**src/rtl/bilbo_pkg.sv**
```systemverilog
package bilbo_pkg;

    typedef enum logic [1:0] {
        MODE_SCAN  = 2'b00,
        MODE_CLEAR = 2'b01,
        MODE_SIG   = 2'b10,
        MODE_LOAD  = 2'b11
    } bilbo_mode_e;

    // Feedback contribution of the top stage into one stage, given a tap mask.
    function automatic logic tap_feedback(input logic tap_en, input logic top_bit);
        return tap_en & top_bit;
    endfunction

endpackage

```
**src/rtl/bilbo_head_mux.sv**
```systemverilog
module bilbo_head_mux
    import bilbo_pkg::*;
(
    input  bilbo_mode_e mode_i,
    input  logic        scan_i,
    input  logic        fb_i,
    output logic        head_o
);

    // Serial input in scan role, loop feedback otherwise.
    always_comb begin
        head_o = (mode_i == MODE_SCAN) ? scan_i : fb_i;
    end

endmodule

```
**src/rtl/bilbo_cell.sv**
```systemverilog
module bilbo_cell
    import bilbo_pkg::*;
(
    input  logic        clk,
    input  logic        rst,
    input  bilbo_mode_e mode_i,
    input  logic        prev_i,
    input  logic        d_i,
    input  logic        tap_i,
    output logic        q_o
);

    logic nxt;

    always_comb begin
        unique case (mode_i)
            MODE_SCAN:  nxt = prev_i;
            MODE_CLEAR: nxt = 1'b0;
            MODE_SIG:   nxt = prev_i ^ d_i ^ tap_i;
            MODE_LOAD:  nxt = d_i;
            default:    nxt = 1'b0;
        endcase
    end

    always_ff @(posedge clk) begin
        if (rst) q_o <= 1'b0;
        else     q_o <= nxt;
    end

endmodule

```
**src/rtl/bilbo_reg.sv**
```systemverilog
module bilbo_reg
    import bilbo_pkg::*;
#(
    parameter int               WIDTH = 4,
    parameter logic [WIDTH-1:0] TAPS  = 4'b0010
)(
    input  logic             clk,
    input  logic             rst,
    input  logic [1:0]       mode_i,
    input  logic [WIDTH-1:0] d_i,
    input  logic             scan_i,
    output logic [WIDTH-1:0] q_o,
    output logic             scan_o
);

    localparam int TOP = WIDTH - 1;

    bilbo_mode_e      mode;
    logic [WIDTH-1:0] q;
    logic             head;

    assign mode = bilbo_mode_e'(mode_i);

    bilbo_head_mux u_head (
        .mode_i (mode),
        .scan_i (scan_i),
        .fb_i   (q[TOP]),
        .head_o (head)
    );

    for (genvar i = 0; i < WIDTH; i++) begin : g_stage
        logic prev;
        logic tap;
        if (i == 0) begin : g_first
            assign prev = head;
            assign tap  = 1'b0;
        end else begin : g_rest
            assign prev = q[i-1];
            assign tap  = tap_feedback(TAPS[i], q[TOP]);
        end
        bilbo_cell u_cell (
            .clk    (clk),
            .rst    (rst),
            .mode_i (mode),
            .prev_i (prev),
            .d_i    (d_i[i]),
            .tap_i  (tap),
            .q_o    (q[i])
        );
    end

    assign q_o    = q;
    assign scan_o = q[TOP];


    clear_zero_chk: assert property (@(posedge clk) disable iff (rst)
        mode_i == 2'b01 |=> q_o == '0);


    load_copy_chk: assert property (@(posedge clk) disable iff (rst)
        mode_i == 2'b11 |=> q_o == $past(d_i));


    scan_shift_chk: assert property (@(posedge clk) disable iff (rst)
        mode_i == 2'b00 |=> q_o == {$past(q_o[WIDTH-2:0]), $past(scan_i)});


    prsg_nonzero_chk: assert property (@(posedge clk) disable iff (rst)
        (mode_i == 2'b10 && d_i == '0 && q_o != '0) |=> q_o != '0);

endmodule

```
**config.mk**
```make
export PLATFORM = sky130hd
export DESIGN_NAME = bilbo_reg
export DESIGN_NICKNAME = d
export VERILOG_FILES = /design/src/rtl/bilbo_pkg.sv /design/src/rtl/bilbo_head_mux.sv /design/src/rtl/bilbo_cell.sv /design/src/rtl/bilbo_reg.sv
export SDC_FILE = /design/constraint.sdc
export NUM_CORES = 1
export LEC_CHECK = 0
export ABC_AREA = 1
export BUFFER_PORTS_ARGS = -buffer_cell sky130_fd_sc_hd__buf_2
export CAP_MARGIN = 15
export CORE_AREA = 2 2 39 41
export CTS_BUF_LIST = sky130_fd_sc_hd__clkbuf_8
export CTS_CLUSTER_SIZE = 12
export DETAILED_ROUTE_END_ITERATION = 7
export DIE_AREA = 0 0 41 43
export PLACE_DENSITY_LB_ADDON = 0.12
export SYNTH_ARGS = -nofsm -noshare
export SYNTH_HDL_FRONTEND = slang
export SYNTH_SLANG_ARGS = --single-unit
```
**constraint.sdc**
```tcl
create_clock -name clk -period 1 [get_ports clk]
set_clock_uncertainty 0.05 [all_clocks]
set_input_delay 0.15 -clock clk [delete_from_list [all_inputs] [get_ports clk]]
set_output_delay 0.15 -clock clk [all_outputs]
set_load 0.05 [all_outputs]
```
# == After elaboration in Yosys (flattened, before gate mapping) ==
# Index checks and enable logic that the tools add are counted.
# word_totals
wordCells,18
regBits,4
latch_bits,0
n_memories,0
ramBits,0
inputBits,9
rom_bits,0
# op_classes
n_bitwise,5
mul,0
div_mod_pow,0
mux,5
n_lt_le_gt_ge,0
n_eq_ne,3
n_reduce_logical,1
n_shift,0
n_addsub,0
# ops
operator,n
$pmux 1 s4,4
$xor 1x1->1,5
$eq 2x2->1 const B,2
$eq 2x1->1 const B,1
$logic_not 2->1,1
$mux 1,1

# == Longest topological paths before layout ==
# depth
depth_word,4
mapped_depth,6
ltp_nobuf,6

# == Hierarchy ==
# A second synthesis with hierarchy kept.
# hier_totals
hier_cells,85
hier_area_um2,440.4
# modules_own_cells
module,instances,cells_per_inst,seq_area_each_um2,area_each_um2
bilbo_cell,4,19,20.0,97.6
bilbo_reg,1,5,0.0,33.8
bilbo_head_mux,1,4,0.0,16.3

# == Worst setup path after synthesis ==
# No wires, ideal clock.
# synth_timing
path_type,register to register
from,reg g_stage[3].u_cell.q_o
to,reg g_stage[0].u_cell.q_o
n_path_buf,0
stages_incl_launch_ff,6
setup_time_ps,116
synth_period_minus_slack_ps,1203
arrival_time_ps,1037
t_required_ps,834
path_slack_ps,-203
cell_sequence,dfxtp_1 -> inv_1 -> nor2_1 -> nand2_1 -> nand3_1 -> a21oi_1
# synth_via
elab_chain_cells,3
# synth_lines
item,line,source
"start, declared",bilbo_cell.sv:10,output logic q_o
"start signal, assigned",bilbo_cell.sv:27,else q_o <= nxt;
$mux 1 *,bilbo_head_mux.sv:12,head_o = (mode_i == MODE_SCAN) ? scan_i : fb_i;
$xor 1x1->1,bilbo_cell.sv:19,MODE_SIG: nxt = prev_i ^ d_i ^ tap_i;
$pmux 1 s4 *,bilbo_cell.sv:16,unique case (mode_i)
"end signal, assigned",bilbo_cell.sv:27,
"end, declared",bilbo_cell.sv:10,
# Mark *: on every way between the ends. The rest lies on a longest branch, timed or not.
# A chain may end at the register's enable or synchronous reset.

# == Final worst setup path ==
# layout_timing
from,reg g_stage[1].u_cell.q_o
to,out q_o[1]
# layout_rtl
item,line,source
"start, declared",bilbo_cell.sv:10,
"start signal, assigned",bilbo_cell.sv:27,
"end, declared",bilbo_reg.sv:12,"output logic [WIDTH-1:0] q_o,"
# No word-level cell between the ends.

==> results.py <==
metrics = {
    "placement": {
        "port_buffers": 13,
        "dp_cells": 66,
        "place_area_um2": 319,
        "place.gp.congestion": 0.659,
    },
    "sta": {
        "max_slew_margin_pct": 89.6,
        "rsz0062_at_grt": "false",
        "maxSlewViolCount": 0,
        "timing.final.crit_share_pct": 95.8,
        "setup_viol_count_final": 0,
        "fmax_mhz": 1040,
        "fin_crit_ns": 0.958,
        "timing.hold.ws_ns": 0.0970,
        "hold_viol_final": 0,
        "worst_pin_slew_ns": 0.156,
    },
    "global_route": {
        "grt_overflow": 0,
        "grt_pass1_wl_mm": 1.03,
        "grt_usage_pct": 9.03,
        "grt_max_degree": 9,
        "antenna_found_initial": 0,
        "first_global_vias": 244,
    },
    "yosys": {
        "synth.largest_area_cell": "dfxtp_1",
        "ys_ff_latch": 4,
        "synth_nets": 51,
        "yosysUniqueCellTypes": 11,
        "postSynthAreaPerCell_um2": 6.46,
        "synth_top_area_share_pct": 29.5,
        "ys_top_cells_by_area": "dfxtp_1 29%, nand3_1 11%, buf_4 11%, nand2_1 11%, inv_1 9.7%",
        "netlist_area_um2": 272,
        "yosys_warnings": 0,
        "syn_inst": 42,
        "yosysSeqAreaShare_pct": 29.5,
    },
    "clocking": {
        "worstSkewPairLatency_ns": 0.22,
        "clkSinkCount": 4,
        "cts-root-buf": "clkbuf_8",
        "numCtsBuffers": 3,
        "postCtsSetupRepairBufs": 0,
        "cts_tree": "yes",
        "clk_pin_slew_worst_paths_ns": 0.03,
        "cts_max_path_buffers": 2,
        "htree_levels": 1,
        "cts_hold_buf": 0,
    },
    "floorplan": {
        "placementRows": 14,
        "die_area_um2": 1760,
        "die_h_um": 43,
        "coreArea_um2": 1380,
        "die_w_um": 41,
        "start_util_pct": 19.6,
        "ioPinCount": 14,
    },
    "setup_path": {
        "crit_required_ns": 0.80,
        "cp_data_arrival_time_ns": 0.76,
        "worst_setup_path_start_kind": "register",
        "ff2ff_setup_slack_ns": 0.11,
        "cp_slowest_cell": "dfxtp_1",
        "cp-startpoint": "g_stage[1].u_cell.q_o$_SDFF_PP0_",
        "path_buf_inv": 1,
        "r2r-end": "g_stage[1].u_cell.q_o$_SDFF_PP0_",
        "worstPathCellList": "clkbuf_4",
        "slowest_delay_ns": 0.32,
        "path_class": "register to output port",
        "reg2reg_from": "g_stage[0].u_cell.q_o$_SDFF_PP0_",
        "r2r_cells": 6,
        "worst_setup_path_end_kind": "output port",
        "path_delay_family": "flip-flops",
        "cp_max_fo": 2,
    },
    "route": {
        "firstDrtPassIters": 3,
        "drt_iter0_drc": 4,
        "num_vias": 279,
        "routed_wl_um": 597,
        "ant_nets": 0,
        "post_drt_wl_per_cell_um": 8.53,
        "vias_per_cell": 3.99,
        "drc_errors": 0,
    },
    "power": {
        "p_leak_nw": 0.186,
        "total_power_mw": 0.659,
        "ir_worst_vdd_mv": 0.474,
        "power_density_nw_per_um2": 1730,
    },
    "worst_hold_path": {
        "hold_path_depth": 2,
        "hold_class": "input pin to register",
        "holdPathEnd": "g_stage[0].u_cell.q_o$_SDFF_PP0_",
        "hp-start": "rst",
    },
    "layout": {
        "nFillCells": 164,
        "top_register": "g_stage.u_cell.q_o",
        "instances_no_fill": 70,
        "synthToLayoutAreaGrowth_pct": 40.6,
        "largest_reg_flops": 4,
        "antenna_cells": 0,
        "drive_gt1_share_pct": 35.2,
        "stdcell_area_um2": 382,
        "largestRegisters": "g_stage.u_cell.q_o x4",
        "final_nets": 64,
        "final_util_pct": 27.6,
    },
    "status": {
        "outcome": "complete, no violations",
    },
    "job": {
        "cap_violations": 0,
    },
}
-- what timing repair did --
action                     4_1_cts  5_1_grt
setup endpoints to repair        4        5
resized for setup                3        6
hold endpoints to repair         0        0
-- area by class of cell --
class	instances	area, um2	area share, %
clock buffer	3	41.3	10.8
clock inverter	1	3.75	0.984
inverter	7	26.3	6.89
multi-input combinational	26	124	32.5
sequential	4	85.1	22.3
tap	16	20.0	5.25
timing repair buffer	13	81.3	21.3
-- cell usage after synthesis --
library cell / n
nor2_2: 1
buf_6: 1
inv_1: 7
nor2_1: 4
nand3_1: 6
o21bai_1: 1
buf_4: 4
a21oi_1: 4
dfxtp_1: 4
nor3b_1: 2
nand2_1: 8
-- cells in the final DEF (no fill, tap or decap) --
master / netlist / layout
dfxtp_1: 4 / 2
dfxtp_4: 0 / 1
dfxtp_2: 0 / 1
nor2_2: 1 / 1
buf_6: 1 / 1
nand2_1: 8 / 8
inv_1: 7 / 8
buf_4: 4 / 3
clkbuf_4: 0 / 1
nor3b_1: 2 / 2
o21bai_1: 1 / 1
nor2_1: 4 / 4
nand3_1: 6 / 6
buf_2: 0 / 8
clkbuf_8: 0 / 3
a21oi_1: 4 / 4
-- through the flow --
step	setup TNS [ns]	setup slack [ns]
final	0	0.0417
after CTS	-0.0454	-0.0235
after floorplan	0	0.0807
after detailed placement	0	0.0955
after global routing	0	0.00541
after global placement	0	0.0784
-- routing by layer --
layer  vias to the layer above  wire (um)  global-route usage [%]
li1                        152          -                       -
met1                       116        287                    11.5
met2                         9        238                    10.6
met3                         2         64                    4.19
met4                         0          6                    8.00
met5                         -          0                       0
-- report_power, final --
group	internal [mW]	switching, mW	total (mW)
clock network	0.262	0.0919	0.354
registers	0.170	0.00721	0.177
logic	0.0442	0.0828	0.127
total	0.477	0.182	0.659
-- cells by family (layout without fill, tap and decap cells) --
| family | count (synthesis) | count (layout) | synth area share [%] |
|---|---|---|---|
| flip-flops | 4 | 4 | 29.5 |
| buffers and inverters | 12 | 24 | 24.9 |
| AO/OA/AOI/OAI | 5 | 5 | 10.1 |
| AND/OR/NAND/NOR | 21 | 21 | 35.5 |
-- how the worst max path moves through the flow --
stage / endpoint / slack (ns) / depth (start not counted)
global route: g_stage[1].u_cell.q_o$_SDFF_PP0_ / 0.005 / 6
floorplan: g_stage[0].u_cell.q_o$_SDFF_PP0_ / 0.08 / 5
global placement: g_stage[1].u_cell.q_o$_SDFF_PP0_ / 0.08 / 6
CTS: q_o[3] / -0.02 / 1
finish: q_o[1] / 0.04 / 1
detailed placement: g_stage[1].u_cell.q_o$_SDFF_PP0_ / 0.1 / 6
Power figures use the tool's default switching activity.
